===== src/rtl/twi_eeprom_pkg.sv =====
`timescale 1ns/1ps
package twi_eeprom_pkg;

    localparam int BYTE_W = 8;

    typedef enum logic [3:0] {
        ST_IDLE,
        ST_CTRL,
        ST_CTRL_ACK,
        ST_WADDR,
        ST_WADDR_ACK,
        ST_WDATA,
        ST_WDATA_ACK,
        ST_RD_SEND,
        ST_RD_ACK
    } twi_state_e;

endpackage


===== src/rtl/twi_line_events.sv =====
`timescale 1ns/1ps
// Edge and bus-condition detector on the synchronised lines.
module twi_line_events (
    input  logic clk,
    input  logic rst_n,
    input  logic scl_i,
    input  logic sda_i,
    output logic scl_rise_o,
    output logic scl_fall_o,
    output logic start_o,
    output logic stop_o
);

    logic scl_q;
    logic sda_q;

    always_ff @(posedge clk or negedge rst_n) begin
        if (!rst_n) begin
            scl_q <= 1'b1;
            sda_q <= 1'b1;
        end else begin
            scl_q <= scl_i;
            sda_q <= sda_i;
        end
    end

    always_comb begin
        scl_rise_o = scl_i & ~scl_q;
        scl_fall_o = ~scl_i & scl_q;
        // data edges while the clock stays high are bus conditions
        start_o    = scl_i & scl_q & sda_q & ~sda_i;
        stop_o     = scl_i & scl_q & ~sda_q & sda_i;
    end

endmodule


===== src/rtl/twi_busy_timer.sv =====
`timescale 1ns/1ps
// Models the nonvolatile write time as a plain down-counter.
module twi_busy_timer #(
    parameter int CYCLES = 200
) (
    input  logic clk,
    input  logic rst_n,
    input  logic go_i,
    output logic busy_o
);

    localparam int CW = $clog2(CYCLES + 1);

    logic [CW-1:0] left_q;

    always_ff @(posedge clk or negedge rst_n) begin
        if (!rst_n) begin
            left_q <= '0;
        end else if (go_i) begin
            left_q <= CW'(CYCLES);
        end else if (left_q != '0) begin
            left_q <= left_q - CW'(1);
        end
    end

    assign busy_o = (left_q != '0);

endmodule


===== src/rtl/twi_word_ptr.sv =====
`timescale 1ns/1ps
// Word pointer: load, page-local step for writes, full step for reads.
module twi_word_ptr #(
    parameter int ADDR_W = 8,
    parameter int PAGE_W = 3
) (
    input  logic              clk,
    input  logic              rst_n,
    input  logic              load_i,
    input  logic [ADDR_W-1:0] load_val_i,
    input  logic              step_page_i,
    input  logic              step_all_i,
    output logic [ADDR_W-1:0] ptr_o
);

    logic [ADDR_W-1:0] ptr_q;
    logic [ADDR_W-1:0] page_next;

    generate
        if (PAGE_W >= ADDR_W) begin : g_whole
            assign page_next = ptr_q + ADDR_W'(1);
        end else begin : g_split
            logic [PAGE_W-1:0] low_next;
            assign low_next  = ptr_q[PAGE_W-1:0] + PAGE_W'(1);
            assign page_next = {ptr_q[ADDR_W-1:PAGE_W], low_next};
        end
    endgenerate

    always_ff @(posedge clk or negedge rst_n) begin
        if (!rst_n) begin
            ptr_q <= '0;
        end else if (load_i) begin
            ptr_q <= load_val_i;
        end else if (step_page_i) begin
            ptr_q <= page_next;
        end else if (step_all_i) begin
            ptr_q <= ptr_q + ADDR_W'(1);
        end
    end

    assign ptr_o = ptr_q;

endmodule


===== src/rtl/eeprom_twi_slave.sv =====
`timescale 1ns/1ps
module eeprom_twi_slave
    import twi_eeprom_pkg::*;
#(
    parameter logic [3:0] DEV_CODE     = 4'b1010,
    parameter int         ADDR_W       = 8,
    parameter int         PAGE_W       = 3,
    parameter int         WRITE_CYCLES = 200
) (
    input  logic              clk,
    input  logic              rst_n,
    input  logic              scl_i,
    input  logic              sda_i,
    output logic              sda_pull_o,
    output logic              busy_o,
    output logic              mem_we_o,
    output logic [ADDR_W-1:0] mem_addr_o,
    output logic [BYTE_W-1:0] mem_wdata_o,
    input  logic [BYTE_W-1:0] mem_rdata_i
);

    localparam int CNT_W = $clog2(BYTE_W);
    localparam logic [CNT_W-1:0] LAST_BIT = CNT_W'(BYTE_W - 1);

    twi_state_e        state_q, state_d;
    logic [CNT_W-1:0]  bit_cnt_q, bit_cnt_d;
    logic              full_q, full_d;
    logic [BYTE_W-1:0] rx_q, rx_d;
    logic [BYTE_W-1:0] tx_q, tx_d;
    logic              rw_q, rw_d;
    logic              mack_q, mack_d;
    logic              seen_q, seen_d;

    logic scl_rise, scl_fall, bus_start, bus_stop;
    logic ptr_load, ptr_step_page, ptr_step_all, wr_strobe, busy_go;
    logic receiving, shifting;
    logic [ADDR_W-1:0] ptr;

    twi_line_events u_events (
        .clk       (clk),
        .rst_n     (rst_n),
        .scl_i     (scl_i),
        .sda_i     (sda_i),
        .scl_rise_o(scl_rise),
        .scl_fall_o(scl_fall),
        .start_o   (bus_start),
        .stop_o    (bus_stop)
    );

    twi_busy_timer #(.CYCLES(WRITE_CYCLES)) u_timer (
        .clk   (clk),
        .rst_n (rst_n),
        .go_i  (busy_go),
        .busy_o(busy_o)
    );

    twi_word_ptr #(.ADDR_W(ADDR_W), .PAGE_W(PAGE_W)) u_ptr (
        .clk        (clk),
        .rst_n      (rst_n),
        .load_i     (ptr_load),
        .load_val_i (rx_q[ADDR_W-1:0]),
        .step_page_i(ptr_step_page),
        .step_all_i (ptr_step_all),
        .ptr_o      (ptr)
    );

    // state register
    always_ff @(posedge clk or negedge rst_n) begin
        if (!rst_n) begin
            state_q   <= ST_IDLE;
            bit_cnt_q <= '0;
            full_q    <= 1'b0;
            rx_q      <= '0;
            tx_q      <= '1;
            rw_q      <= 1'b0;
            mack_q    <= 1'b0;
            seen_q    <= 1'b0;
        end else begin
            state_q   <= state_d;
            bit_cnt_q <= bit_cnt_d;
            full_q    <= full_d;
            rx_q      <= rx_d;
            tx_q      <= tx_d;
            rw_q      <= rw_d;
            mack_q    <= mack_d;
            seen_q    <= seen_d;
        end
    end

    assign receiving = (state_q == ST_CTRL) || (state_q == ST_WADDR) ||
                       (state_q == ST_WDATA);
    assign shifting  = receiving || (state_q == ST_RD_SEND);

    // next state and datapath
    always_comb begin
        state_d       = state_q;
        bit_cnt_d     = bit_cnt_q;
        full_d        = full_q;
        rx_d          = rx_q;
        tx_d          = tx_q;
        rw_d          = rw_q;
        mack_d        = mack_q;
        seen_d        = seen_q;
        ptr_load      = 1'b0;
        ptr_step_page = 1'b0;
        ptr_step_all  = 1'b0;
        wr_strobe     = 1'b0;
        busy_go       = 1'b0;

        if (bus_start) begin
            state_d   = ST_CTRL;
            bit_cnt_d = '0;
            full_d    = 1'b0;
            seen_d    = 1'b0;
        end else if (bus_stop) begin
            state_d   = ST_IDLE;
            bit_cnt_d = '0;
            full_d    = 1'b0;
            busy_go   = seen_q;
            seen_d    = 1'b0;
        end else begin
            if (scl_rise && shifting && !full_q) begin
                bit_cnt_d = bit_cnt_q + CNT_W'(1);
                full_d    = (bit_cnt_q == LAST_BIT);
                if (receiving) begin
                    rx_d = {rx_q[BYTE_W-2:0], sda_i};
                end
            end

            unique case (state_q)
                ST_IDLE: begin
                end
                ST_CTRL: begin
                    if (scl_fall && full_q) begin
                        bit_cnt_d = '0;
                        full_d    = 1'b0;
                        if (rx_q[BYTE_W-1:BYTE_W-4] == DEV_CODE && !busy_o) begin
                            rw_d    = rx_q[0];
                            state_d = ST_CTRL_ACK;
                        end else begin
                            state_d = ST_IDLE;
                        end
                    end
                end
                ST_CTRL_ACK: begin
                    if (scl_fall) begin
                        if (rw_q) begin
                            tx_d    = mem_rdata_i;
                            state_d = ST_RD_SEND;
                        end else begin
                            state_d = ST_WADDR;
                        end
                    end
                end
                ST_WADDR: begin
                    if (scl_fall && full_q) begin
                        bit_cnt_d = '0;
                        full_d    = 1'b0;
                        ptr_load  = 1'b1;
                        state_d   = ST_WADDR_ACK;
                    end
                end
                ST_WADDR_ACK: begin
                    if (scl_fall) begin
                        state_d = ST_WDATA;
                    end
                end
                ST_WDATA: begin
                    if (scl_fall && full_q) begin
                        bit_cnt_d     = '0;
                        full_d        = 1'b0;
                        wr_strobe     = 1'b1;
                        ptr_step_page = 1'b1;
                        seen_d        = 1'b1;
                        state_d       = ST_WDATA_ACK;
                    end
                end
                ST_WDATA_ACK: begin
                    if (scl_fall) begin
                        state_d = ST_WDATA;
                    end
                end
                ST_RD_SEND: begin
                    if (scl_fall) begin
                        if (full_q) begin
                            bit_cnt_d    = '0;
                            full_d       = 1'b0;
                            ptr_step_all = 1'b1;
                            state_d      = ST_RD_ACK;
                        end else begin
                            tx_d = {tx_q[BYTE_W-2:0], 1'b1};
                        end
                    end
                end
                ST_RD_ACK: begin
                    if (scl_rise) begin
                        mack_d = ~sda_i;
                    end
                    if (scl_fall) begin
                        if (mack_q) begin
                            tx_d    = mem_rdata_i;
                            state_d = ST_RD_SEND;
                        end else begin
                            state_d = ST_IDLE;
                        end
                    end
                end
                default: state_d = ST_IDLE;
            endcase
        end
    end

    // outputs
    always_comb begin
        unique case (state_q)
            ST_CTRL_ACK, ST_WADDR_ACK, ST_WDATA_ACK: sda_pull_o = 1'b1;
            ST_RD_SEND:                              sda_pull_o = ~tx_q[BYTE_W-1];
            default:                                 sda_pull_o = 1'b0;
        endcase
        mem_we_o    = wr_strobe;
        mem_addr_o  = ptr;
        mem_wdata_o = rx_q;
    end

endmodule


===== config.mk =====
export PLATFORM = sky130hd
export DESIGN_NAME = eeprom_twi_slave
export DESIGN_NICKNAME = d
export VERILOG_FILES = /design/src/rtl/twi_eeprom_pkg.sv /design/src/rtl/twi_line_events.sv /design/src/rtl/twi_busy_timer.sv /design/src/rtl/twi_word_ptr.sv /design/src/rtl/eeprom_twi_slave.sv
export SDC_FILE = /design/constraint.sdc
export NUM_CORES = 1
export LEC_CHECK = 0
export ABC_CLOCK_PERIOD_IN_PS = 4240
export BUFFER_PORTS_ARGS = -buffer_cell sky130_fd_sc_hd__buf_2
export CORE_MARGIN = 4
export CORE_UTILIZATION = 62
export DETAILED_ROUTE_END_ITERATION = 8
export GPL_TIMING_DRIVEN = 0
export HOLD_SLACK_MARGIN = 0.1
export PLACE_DENSITY = 0.88
export SYNTH_ARGS = -nofsm -noshare
export SYNTH_HDL_FRONTEND = slang
export SYNTH_HIERARCHICAL = 1
export SYNTH_SLANG_ARGS = --single-unit

===== constraint.sdc =====
create_clock -name clk -period 4.24 [get_ports clk]
set_clock_uncertainty 0.2 [all_clocks]
set_input_delay 0.212 -clock clk [delete_from_list [all_inputs] [get_ports clk]]
set_output_delay 0.212 -clock clk [all_outputs]
set_load 0.01 [all_outputs]

# Word level (Yosys, flattened, before mapping)
# Index checks and enable logic that the tools add are counted.
[word_totals] reg_bits=45 latchBits=0 ramBits=0 romBits=0 input_bits=12 out_inout_bits=19 word_cells=143 memories=0
[op_classes] addsub=4 multipliers=0 div=0 order_cmp=0 n_eq_ne=26 n_shift=0 muxes=59 bitwise_logic=14 n_reduce_logical=27
[ops] operator="two-way mux 8 bit" count=11
[ops] operator="two-way mux 4 bit" count=10
[ops] operator="one-hot mux 4 bit (8 select lines)" count=1
[ops] operator="two-way mux 1 bit" count=24
[ops] operator="two-way mux 3 bit" count=8
[ops] operator="one-hot mux 8 bit (3 select lines)" count=1
[ops] operator="AND reduction 9 bit" count=2
[ops] operator="== test 4 x 3 -> 1 bit, second input constant" count=4
[ops] operator="!= test 4 bit, second input constant" count=4
[ops] operator="!= test 2 bit, second input constant" count=6
[ops] operator="!= test 4 x 3 -> 1 bit, second input constant" count=3
[ops] operator="nonzero test 3 bit" count=4
[ops] operator="adder 8 x 1 -> 8 bit, second input constant" count=1
[ops] operator="== test 4 x 2 -> 1 bit, second input constant" count=2
[ops] operator="== test 4 bit, second input constant" count=2
[ops] operator="AND reduction 4 bit" count=2
[ops] operator="nonzero test 8 bit" count=1
[ops] operator="subtractor 8 x 1 -> 8 bit, second input constant" count=1
[ops] operator="bitwise AND 1 bit" count=7
[ops] operator="inverter 1 bit" count=7
[ops] operator="adder 3 x 1 -> 3 bit, second input constant" count=2
[ops] operator="one-hot mux 3 bit (2 select lines)" count=1
[ops] operator="OR reduction 3 bit" count=2
[ops] operator="AND reduction 5 bit" count=1
[ops] operator="other kinds (14)" count=23

# Logic depth before layout (Yosys ltp)
[logic_depth] word_depth=12 mapped_depth=8

# Cells and area by module
# The synthesis kept the hierarchy.
[modules_own_cells] mod="eeprom_twi_slave" n_inst=1 cells_each=129 area_per_inst_um2=1487.7 seq_area_each_um2=685.7
[modules_own_cells] mod="twi_busy_timer" n_inst=1 cells_each=48 area_per_inst_um2=473.0 seq_area_each_um2=200.2
[modules_own_cells] mod="twi_word_ptr" n_inst=1 cells_each=48 area_per_inst_um2=447.9 seq_area_each_um2=200.2
[modules_own_cells] mod="twi_line_events" n_inst=1 cells_each=6 area_per_inst_um2=85.1 seq_area_each_um2=52.6

# Worst setup path before layout
# No wires, ideal clock.
[synth_timing] path_type="register to register" startpoint="reg u_events.scl_q" endpoint="reg u_ptr.ptr_q[5] (netlist: u_ptr/ptr_o[5])" setup_ns=0.132 arrival_time_ns=2.377 slack_ns=1.531 path_stages_with_launch=8 path_buffers=0 period_less_slack_ns=2.709 path_cell_list="dfstp_2 > nor2b_1 > nand2_1 > nor4_1 > nor3b_1 > nand3b_4 > or4_1 > a31oi_1"
[synth_between] elab_chain_len=8 elab_cells_between_ends=22 classes_between="eq/ne (1); mux (12); bitwise (6); reduce/logical (3)"
[synth_lines] element="start: declaration" line="twi_line_events.sv:14" source="logic scl_q;"
[synth_lines] element="start signal: assignment" line="twi_line_events.sv:22" source="scl_q <= scl_i;"
[synth_lines] element="bitwise AND 1 bit" line="twi_line_events.sv:29" source="scl_fall_o = ~scl_i & scl_q;"
[synth_lines] element="named net scl_fall" line="eeprom_twi_slave.sv:34" source="logic scl_rise, scl_fall, bus_start, bus_stop;"
[synth_lines] element="logical AND 1 bit" line="eeprom_twi_slave.sv:169" source="if (scl_fall && full_q) begin"
[synth_lines] element="two-way mux 1 bit (4 in a row)"
[synth_lines] element="named net mem_we_o" line="eeprom_twi_slave.sv:16" source="output logic mem_we_o,"
[synth_lines] element="!= test 2 x 1 -> 1 bit (no source line)"
[synth_lines] element="AND reduction 2 bit (no source line)"
[synth_lines] element="end signal: assignment" line="twi_word_ptr.sv:33" source="ptr_q <= load_val_i;"
[synth_lines] element="end signal: assignment" line="twi_word_ptr.sv:35" source="ptr_q <= page_next;"
[synth_lines] element="end signal: assignment" line="twi_word_ptr.sv:37" source="ptr_q <= ptr_q + ADDR_W'(1);"
[synth_lines] element="end: declaration" line="twi_word_ptr.sv:16" source="logic [ADDR_W-1:0] ptr_q;"
# The timed path passes the listed nets, and every way through them passes these cells.
# A chain may end at the register's enable or synchronous reset.

# Worst setup path after layout
[layout_timing] startpoint="in scl_i" endpoint="out mem_we_o"
[layout_between] elab_chain_len=7 elab_cells_between_ends=12 classes_between="mux (4); bitwise (7); reduce/logical (1)"
[layout_lines] element="start: declaration" line="eeprom_twi_slave.sv:12" source="input logic scl_i,"
[layout_lines] element="inverter 1 bit" line="twi_line_events.sv:29"
[layout_lines] element="bitwise AND 1 bit" line="twi_line_events.sv:29"
[layout_lines] element="named net scl_fall" line="eeprom_twi_slave.sv:34"
[layout_lines] element="logical AND 1 bit" line="eeprom_twi_slave.sv:169"
[layout_lines] element="two-way mux 1 bit" line="eeprom_twi_slave.sv:169"
[layout_lines] element="two-way mux 1 bit" line="eeprom_twi_slave.sv:130" source="unique case (state_q)"
[layout_lines] element="two-way mux 1 bit" line="eeprom_twi_slave.sv:115" source="end else if (bus_stop) begin"
[layout_lines] element="two-way mux 1 bit" line="eeprom_twi_slave.sv:110" source="if (bus_start) begin"
[layout_lines] element="end: declaration" line="eeprom_twi_slave.sv:16"
# The timed path passes the listed nets, and every way through them passes these cells.

==> results.md <==
Run status:
- The flow ran to the end, and the final reports show no timing, DRC or antenna violations.

STA:
- Summed over all failing endpoints, the final setup total negative slack is 0 ns.
- Headroom to the max-slew limit came out at a little over a third.
- The worst hold margin is between 0.3 and 0.4 ns.
- The final setup violation count is 0.
- The count of final max-slew check failures came to 0.
- The shortest period the worst path allows is ~3.2 ns.
- The share of the cycle needed by the critical path after routing is 75.65%.
- The worst path meets setup with around 1.0 ns of slack.
- The transition time at the pin with the least slew margin is ~0.96 ns.
- For this run, the top clock speed supported by timing is 0.3118 GHz.
- The count of final hold-check violations was 0.
- Setup repair after global routing left no endpoint under its margin.

Floorplan:
- The effective utilization at floorplan is 66.12%.
- In this run the horizontal extent of the chip is ~70 um.
- 31 I/O pins were placed.
- The die area is 5101 um2.
- The floorplan step set the die height to roughly 71 um.
- The area inside the core boundary is between 3000 and 4000 um2.
- The floorplan has 22 rows.

Worst setup path:
- Data arrives at the worst endpoint at around 2.8 ns.
- The type of element capturing the critical path is an output port.
- The highest net fanout along the worst path is 7.
- The startpoint class of the critical path is an input port.
- The kind of critical path is input port to output port.
- Across all register-to-register paths, the minimum setup slack is roughly 1.1 ns.
- For the worst setup path, the data required time is roughly 3.8 ns.

CTS:
- The CTS clock-pin slew for the worst setup and hold paths is 0.07 ns.
- At the later pin of the worst-skew pair, clock insertion delay measures 0.29 ns.
- The H-tree depth is 2.
- The buffer count from post-CTS setup fixing is 0.
- The tree is rooted in a sky130_fd_sc_hd__clkbuf_8.
- The cts-stage hold buffer count is 11.
- TritonCTS built the clock tree.
- The number of gates resized after CTS was 0.
- The tree built by TritonCTS fans out to 45 sinks.
- The number of buffers added by the clock tree synthesis step is 5.
- The clock passes through at most 2 buffers.

Global routing:
- In the global route stage, overall resource usage came out at 21.64%.
- The global routing met3 resource utilization is roughly 3.2%.
- Global routing consumed, on the met2 layer, a little over a third of the routing resources.
- The first global-routing pass estimated 8.838 mm of wire.
- Entering global routing, the biggest net connects 46 pins.
- The peak-usage layer in the global routing report is met2.
- The global routing met1 resource utilization is slightly below 30%.
- The overall overflow remaining after global route is 0.
- The initial antenna violation count is 0.
- The via count of the first global-routing pass is around 1,900.

Final layout:
- The repair_antennas step left the layout with diodes totalling 0.
- At the end of the flow, the number of nets in the layout was around 300.
- Cells fill 76.74% of the core in the end.
- The layout cell share with drive strength beyond 1 is between 30% and 40%.
- The final design area excluding fillers is ~2900 um2.
- From synthesis to final layout, the design area changed by 16.06%.

Place:
- The final weighted congestion of routability-driven global placement is 0.8781.
- The total half-perimeter wirelength after legalization and detailed placement is 3.718 mm.
- The count of buffers added on input and output ports is 30.
- Timing analysis after detailed placement gives a worst setup slack of 1.209 ns.
- The placed cell area is 2704 um2.

Routing:
- The ratio of routed vias to standard cells is a little over 6.
- Wires add up to 5.083 mm.
- The number of violations reported at the end of detailed-routing iteration 0 is 132.
- The number of DRC violations after detailed routing is 0.
- The final route contains just under 2,000 vias.
- The detail route stage leaves a number of antenna-violating nets equal to 0.
- The post-detailed-route wirelength per cell is ~15 um.
- For this run, the detailed router's first-pass iteration total came to 4.

Yosys:
- Ranked by instance count, the synthesized netlist is headed by sky130_fd_sc_hd__dfrtp_1 (35), sky130_fd_sc_hd__mux2_2 (23), sky130_fd_sc_hd__nand2_1 (18), sky130_fd_sc_hd__nor2_1 (14).
- Synthesis produced a netlist whose cell count is about 230.
- The number of nets handed over by synthesis was around 250.
- The most area-hungry cell type in the Yosys netlist is sky130_fd_sc_hd__dfrtp_1.
- In the post-synthesis netlist, the cell with the most instances is sky130_fd_sc_hd__dfrtp_1.
- In the post-synthesis netlist, the biggest area contributors are sky130_fd_sc_hd__dfrtp_1 (35%), sky130_fd_sc_hd__dfstp_2 (11%), sky130_fd_sc_hd__mux2_2 (10%).
- The fraction of synthesized cell area taken by the top area cell type is roughly a third.
- The post-synthesis instance area is 2494 um2.
- A synthesized cell averages 10.79 um2.
- For this run, the number of Yosys warnings is 6.
- The number of enable flip-flop cells after synthesis is 0.
- Sequential elements use between 40% and 50% of the synthesized area.
- The count of state elements after synthesis is 45.
- For this run, asynchronously set or reset flops after synthesis account for 100.0%.
- Among all flip-flop cells after synthesis, the most frequent one is sky130_fd_sc_hd__dfrtp_1.
- The netlist uses roughly 60 different library cells.

Power and ir drop:
- The internal power component is 0.0006847 W.
- The largest vdd supply drop is 277.9 uV.
- The net switching component of the power is ~0.00026 W.
- The share of total power dissipated in combinational logic is 18.9%.
- The clock network is responsible for between 20% and 30% of the overall power.
- The share of total power dissipated in sequential elements is 55.1%.
- Of the total power, the share spent switching nets is between 20% and 30%.
- The static leakage power is about 1.3 nW.
- For this design the ratio of total power to cell area is 327.7 nW/um2.

Flow run:
- The count of maximum capacitance violations is 0.

Min path:
- The worst hold path belongs to the class flip-flop to flip-flop.
-- flip-flops by register name, indices dropped and copies added (netlist names) --
register and count:
rw_q 1, seen_q 1, full_q 1, u_events/sda_q 1, u_events/scl_q 1, tx_q 8
state_q 4, mack_q 1, bit_cnt_q 3, u_timer/left_q 8, u_ptr/ptr_o 8, mem_wdata_o 8
-- power by group through the flow --
stage,registers [W],logic [W],clock network [W]
3_3_place_gp,0.000527,0.000163,0
5_1_grt,0.000533,0.000204,0.000270
6_report,0.000522,0.000179,0.000247
4_1_cts,0.000522,0.000182,0.000252
3_5_place_dp,0.000530,0.000173,0
2_1_floorplan,0.000536,0.0000901,0
-- worst max-delay path, cell delays in order --
cell and delay, ns:
sky130_fd_sc_hd__dlygate4sd3_1 0.53, sky130_fd_sc_hd__buf_2 0.15, sky130_fd_sc_hd__nor2b_1 0.44, sky130_fd_sc_hd__nand2_1 0.22, sky130_fd_sc_hd__nor4_1 0.43, sky130_fd_sc_hd__nor3b_1 0.57, sky130_fd_sc_hd__buf_2 0.24
-- area by class of cell --
class / count / area, um2
Multi-Input combinational cell: 169 / 1271
Sequential cell: 45 / 1139
Clock buffer: 8 / 80.08
Timing Repair Buffer: 41 / 260.3
Buffer: 8 / 50.05
Fill cell: 255 / 877.1
Inverter: 9 / 33.78
Tap cell: 48 / 60.06
-- stage by stage --
stage,std cells,power [W]
after floorplan,231,0.0006265
after detailed placement,309,0.0007036
after CTS,328,0.0009560
after global routing,328,0.001006
after global placement,309,0.0006895
final,328,0.0009482
-- layer usage --
layer | wire [um] | up-vias
li1 | - | 964
met1 | 2244 | 956
met2 | 2564 | 53
met3 | 188 | 7
met4 | 85 | 0
met5 | 0 | -
-- cell families after synthesis --
family	count (synthesis)	share of synthesized area, %
xor+xnor	3	1.054
compound gates	48	13.85
simple gates	85	21.12
buf+inv	17	3.361
flops	45	45.66
mux	28	12.44
fa+ha+maj	5	2.509
-- cell usage in the layout (no fill, tap or decap), types with 2 or more instances in the layout --
master	instances
sky130_fd_sc_hd__nor4_1	4
sky130_fd_sc_hd__buf_2	31
sky130_fd_sc_hd__xor2_1	2
sky130_fd_sc_hd__nand4_1	2
sky130_fd_sc_hd__ha_1	5
sky130_fd_sc_hd__o31ai_1	3
sky130_fd_sc_hd__inv_1	8
sky130_fd_sc_hd__nand3b_1	2
sky130_fd_sc_hd__a31oi_1	3
sky130_fd_sc_hd__nor2_1	14
sky130_fd_sc_hd__nor2b_1	3
sky130_fd_sc_hd__a221o_1	2
sky130_fd_sc_hd__dlygate4sd3_1	11
sky130_fd_sc_hd__nand3_1	5
sky130_fd_sc_hd__nand2b_1	5
sky130_fd_sc_hd__dfrtp_1	35
sky130_fd_sc_hd__and4b_1	2
sky130_fd_sc_hd__nor3b_1	2
sky130_fd_sc_hd__or2_1	3
sky130_fd_sc_hd__buf_4	3
sky130_fd_sc_hd__a21oi_1	10
sky130_fd_sc_hd__and3_1	2
sky130_fd_sc_hd__or3_1	2
sky130_fd_sc_hd__clkbuf_8	5
sky130_fd_sc_hd__or4_1	8
sky130_fd_sc_hd__mux2_2	23
sky130_fd_sc_hd__dfstp_2	10
sky130_fd_sc_hd__a21o_1	2
sky130_fd_sc_hd__o211ai_1	4
sky130_fd_sc_hd__mux2i_1	4
sky130_fd_sc_hd__a2111oi_0	2
sky130_fd_sc_hd__o21ai_0	10
sky130_fd_sc_hd__nor3_1	2
sky130_fd_sc_hd__nand2_1	18
sky130_fd_sc_hd__clkbuf_1	5
-- worst paths after layout --
check                          startpoint           endpoint  cells past startpoint
setup / recovery                    scl_i           mem_we_o                      7
hold / removal                     seen_q             seen_q                      1
setup reg to reg           u_events/scl_q     u_ptr/ptr_o[5]                      6
hold reg to reg                    seen_q             seen_q                      1
max in group asynchronous           rst_n     mem_wdata_o[1]                      2
min in group asynchronous           rst_n  u_timer/left_q[5]                      2
No activity file was read; power rests on OpenSTA's default activity.
